==> src/rtl/burst_pkg.sv <==
package burst_pkg;
  localparam int BEAT_W = 2;

  typedef struct packed {
    logic loadEn;
    logic stepEn;
  } ctrlStrobes_t;
endpackage

==> src/rtl/burst_ctrl.sv <==
module burst_ctrl
  import burst_pkg::*;
(
  input  logic              clk,
  input  logic              rstN,
  input  logic              loadN,
  input  logic              advN,
  output ctrlStrobes_t      strobes,
  output logic [BEAT_W-1:0] beatCnt
);
  always_comb begin
    strobes.loadEn = !loadN;
    strobes.stepEn = loadN && !advN;
  end

  always_ff @(posedge clk or negedge rstN) begin
    if (!rstN)                beatCnt <= '0;
    else if (strobes.loadEn) beatCnt <= '0;
    else if (strobes.stepEn) beatCnt <= beatCnt + 1'b1;
  end

  // a load restarts the beat count
  p_load_zero_r2: assert property (@(posedge clk) disable iff (!rstN)
    !loadN |=> (beatCnt == '0));
  // an advance steps the count by one (wraps, R8)
  p_step_r3: assert property (@(posedge clk) disable iff (!rstN)
    (loadN && !advN) |=> (beatCnt == BEAT_W'($past(beatCnt) + 1)));
  // a wait cycle holds the count
  p_hold_r4: assert property (@(posedge clk) disable iff (!rstN)
    (loadN && advN) |=> $stable(beatCnt));
endmodule

==> src/rtl/burst_datapath.sv <==
module burst_datapath
  import burst_pkg::*;
#(
  parameter int ADDR_W = 20
) (
  input  logic              clk,
  input  logic              rstN,
  input  ctrlStrobes_t      strobes,
  input  logic [BEAT_W-1:0] beatCnt,
  input  logic              modeIlv,
  input  logic [ADDR_W-1:0] extAddr,
  output logic [ADDR_W-1:0] addrOut
);
  localparam int UPPER_W = ADDR_W - BEAT_W;

  logic [ADDR_W-1:0] startReg;
  logic [BEAT_W-1:0] lowIlv;
  logic [BEAT_W-1:0] lowLin;
  logic [BEAT_W-1:0] lowSel;

  always_ff @(posedge clk or negedge rstN) begin
    if (!rstN)               startReg <= '0;
    else if (strobes.loadEn) startReg <= extAddr;
  end

  always_comb begin
    lowIlv  = startReg[BEAT_W-1:0] ^ beatCnt;
    lowLin  = startReg[BEAT_W-1:0] + beatCnt;
    lowSel  = modeIlv ? lowIlv : lowLin;
    addrOut = {startReg[ADDR_W-1:BEAT_W], lowSel};
  end

  // upper bits change only through a load
  p_upper_hold_r7: assert property (@(posedge clk) disable iff (!rstN)
    !strobes.loadEn |=> $stable(addrOut[ADDR_W-1:BEAT_W]));
  // beat zero presents the captured start itself in either order
  p_first_beat_r2: assert property (@(posedge clk) disable iff (!rstN)
    (beatCnt == '0) |-> (addrOut == startReg));
  // linear order, second beat is start plus one
  p_lin_second_r6: assert property (@(posedge clk) disable iff (!rstN)
    (!modeIlv && beatCnt == BEAT_W'(1)) |->
      (addrOut[BEAT_W-1:0] == BEAT_W'(startReg[BEAT_W-1:0] + 1)));
  // interleaved order, second beat flips bit zero
  p_ilv_second_r5: assert property (@(posedge clk) disable iff (!rstN)
    (modeIlv && beatCnt == BEAT_W'(1)) |->
      (addrOut[0] != startReg[0] && addrOut[1] == startReg[1]));
endmodule

==> src/rtl/burst_addr_gen.sv <==
module burst_addr_gen
  import burst_pkg::*;
#(
  parameter int ADDR_W = 20
) (
  input  logic              clk,
  input  logic              rstN,
  input  logic              loadN,
  input  logic              advN,
  input  logic              modeIlv,
  input  logic [ADDR_W-1:0] extAddr,
  output logic [ADDR_W-1:0] addrOut,
  output logic [1:0]        beatIdx
);
  ctrlStrobes_t      strobes;
  logic [BEAT_W-1:0] beatCnt;

  burst_ctrl u_ctrl (
    .clk(clk), .rstN(rstN), .loadN(loadN), .advN(advN),
    .strobes(strobes), .beatCnt(beatCnt)
  );

  burst_datapath #(.ADDR_W(ADDR_W)) u_dp (
    .clk(clk), .rstN(rstN), .strobes(strobes), .beatCnt(beatCnt),
    .modeIlv(modeIlv), .extAddr(extAddr), .addrOut(addrOut)
  );

  assign beatIdx = beatCnt;
endmodule

==> config.mk <==
export PLATFORM = sky130hd
export DESIGN_NAME = burst_addr_gen
export DESIGN_NICKNAME = d
export VERILOG_FILES = /design/src/rtl/burst_pkg.sv /design/src/rtl/burst_ctrl.sv /design/src/rtl/burst_datapath.sv /design/src/rtl/burst_addr_gen.sv
export SDC_FILE = /design/constraint.sdc
export NUM_CORES = 1
export LEC_CHECK = 0
export BUFFER_PORTS_ARGS = -buffer_cell sky130_fd_sc_hd__buf_2
export CELL_PAD_IN_SITES_DETAIL_PLACEMENT = 0
export CELL_PAD_IN_SITES_GLOBAL_PLACEMENT = 2
export CORE_MARGIN = 2
export CORE_UTILIZATION = 28
export DETAILED_ROUTE_END_ITERATION = 8
export PLACE_DENSITY_LB_ADDON = 0.1
export SKIP_CTS_REPAIR_TIMING = 1
export SLEW_MARGIN = 20
export SYNTH_ARGS = -nofsm -noshare
export SYNTH_HDL_FRONTEND = slang
export SYNTH_SLANG_ARGS = --single-unit
export TNS_END_PERCENT = 50
==> constraint.sdc <==
create_clock -name clk -period 1.1 [get_ports clk]
set_clock_uncertainty 0.1 [all_clocks]
set_input_delay 0.11 -clock clk [delete_from_list [all_inputs] [get_ports clk]]
set_output_delay 0.11 -clock clk [all_outputs]
set_load 0.02 [all_outputs]
==> summary.md <==
| Metric | Value |
|---|---|
| DR pass1 iterations | 2 |
| DRT iter0 DRCs | 10 |
| Layout cell share with drive strength beyond 1 | 62.7% |
| Number of global-route vias before repair | 635 |
| Root Buffer | clkbuf_4 |
| Commonest non-fill, non-tap cell in the layout | buf_2 |
| Row count | 21 |
| First-pass GRT wire length | 2720 um |
| P&R area growth vs syn | 54.1% |
| Post-route core utilization | a little under half |
| Placed Area | ~1200 um2 |
| Fill cells | 324 |
| GP Congestion | around 0.62 |
| Final worst-path cycle share | 137% |
| Largest area contributor in the netlist | dfrtp_1 |
| PwrDens | 1200 nW/um2 |
| Post-DR vias/cell | 3.89 |
| Fin area | 1550 um2 |
| DRC viols | 0 |
| Ports | 47 |
| Fin. max-slew vios | 0 |
| Syn avg cell area | 14.1 um2 |
| Most frequent cells in the layout | buf_2 (34), dlygate4sd3_1 (21), dfrtp_1 (21) |
| Post-synthesis sequential area ratio | 54.9% |
| RSZ-0062 raised after global routing | yes |
| Worst Hold Margin | 0.0301 ns |
| Worst setup path category | reg -> out |
| Worst skew pair latency | about 0.30 ns |
| Yosys Warn Count | 0 |
| HP Class | in -> reg |
| Synthesized flop and latch total | 22 |
| Leak | between 0.7 and 0.8 nW |
| Mapped Cells | 71 |
| Minimum clock period | 1.51 ns |
| FF/Latch Area | 552 um2 |
| H-tree depth | 1 |
| Final-report hold violation count | 0 |
| GRT Total Usage | approximately 8.6% |
| Crit path largest cell delay | 0.44 ns |
| Routed wire length per instance | 10.5 um |
| Setup ws final | -0.411 ns |
| # port buffers | 46 |
| Top cell type's share of synthesized area | 54.9% |
| Initial Util | just under 30% |
| Maximum buffer depth of the clock tree | 2 |
| Routed vias | about 670 |
| Max-slew headroom | between 60% and 70% |
| Yosys cell types | 10 |
| Crit-path slowest cell | dfrtp_2 |
| Startpoint Class | flop |
| Largest cells by area after synthesis | dfrtp_1 (55%), mux2_2 (22%), buf_4 (13%) |
| Grt ovf | 0 |
| Outcome | complete, but fails checks |
| Crit Path Max Fanout | 2 |
| Worst-margin pin slew | 0.498 ns |
| Synthesized cell area | 1000 um2 |
| Total Power Consumption | between 1.5 and 2 mW |
| Critical Path RT | between 0.8 and 0.9 ns |
| Antenna violations before repair | 0 |
| Maximum vdd drop | 0.000906 V |
| Clock Sinks | 22 |
| Multi-input combinational cell area | between 300 and 400 um2 |
| Worst-path clk slew | 0.11 ns |
| Die Area | 4080 um2 |
| Core ar. | roughly 3400 um2 |
| Element type at the critical path end | output pin |
| HPWL after DPL | around 1200 um |
| Mapped Nets | 97 |
| Antenna Violating Nets Remaining | 0 |
| Max-cap viol count | 0 |
| Die W | 63.9 um |
| Antenna cells | 0 |
| CTS tree | built |
| Critical path cell sequence | ha_4 > nor2b_4 > xnor2_4 > buf_6 |
| CP arrival | 1.30 ns |
| Largest net degree at the start of global routing | 23 |
| Die H | ~64 um |
| Drt total wl | 1810 um |
| Setup TNS | -0.858 ns |
| Failing checks | negative setup slack |
| Fmax | 0.662 GHz |
| Final setup viols | 4 |
| Nets | 153 |
| Total CTS buffers | 3 |
==> through the flow <==
step,worst slack [ns],cells
floorplan,-0.0755,71
global placement,-0.0915,146
detailed placement,-0.103,146
CTS,-0.465,150
global route,-0.484,172
finish,-0.411,172
==> kinds of logic (layout without fill, tap and decap cells) <==
group                      count (synthesis)  after routing  synth area share, %
adders and majority gates                  1              1                 1.25
DFF                                       22             22                 54.9
muxes                                     20             20                 22.4
xor gates and xnor gates                   3              3                 2.62
and+or+nand+nor                            5              5                 3.12
buffers and inverters                     20             75                 15.7
==> layer usage <==
metal | global-route usage [%] | wire, um
met5 | 0 | 0
met4 | 2.45 | 8
met3 | 3.52 | 120
met2 | 15.1 | 922
met1 | 9.61 | 756
==> worst paths after layout <==
kind,slack [ns],cells after the start,start,to
max,-0.41,4,u_ctrl.beatCnt[0]$_DFFE_PN0P_,addrOut[1]
min in group asynchronous,0.20,2,rstN,u_dp.startReg[12]$_DFFE_PN0N_
min reg2reg,0.41,1,u_dp.startReg[6]$_DFFE_PN0N_,u_dp.startReg[6]$_DFFE_PN0N_
max reg2reg,0.01,3,u_ctrl.beatCnt[0]$_DFFE_PN0P_,u_ctrl.beatCnt[0]$_DFFE_PN0P_
max in group asynchronous,0.34,2,rstN,u_ctrl.beatCnt[0]$_DFFE_PN0P_
min,0.03,3,advN,u_ctrl.beatCnt[0]$_DFFE_PN0P_
==> power by group <==
part | internal, mW | switching [mW]
clock network | 0.141 | 0.222
logic | 0.323 | 0.238
registers | 0.888 | 0.0485
total | 1.35 | 0.509
==> synthesized netlist by cell type, drive strengths merged <==
library cell / n
xnor2: 3
mux2: 20
ha: 1
nand2b: 2
and3: 1
dfrtp: 22
nor2b: 1
and2: 1
buf: 20
==> layout make-up <==
cell class	count	share of cell area (%)
repair buffers	71	36.3
clock buffers	4	1.70
multi-input cells	29	22.6
well taps	46	3.72
flip-flops and latches	22	35.7
==> sequential cells by signal, indices dropped and copies added, names as in the netlist <==
| signal | count |
|---|---|
| u_ctrl.beatCnt | 2 |
| u_dp.startReg | 20 |
==> critical path: cells and delay by family (launching register included) <==
family	cells	cell delay, ns
DFF	1	0.44
adders and majority gates	1	0.15
xor gates and xnor gates	1	0.15
and+or+nand+nor	1	0.13
buffers and inverters	1	0.13
(Power assumes the default switching activity.)
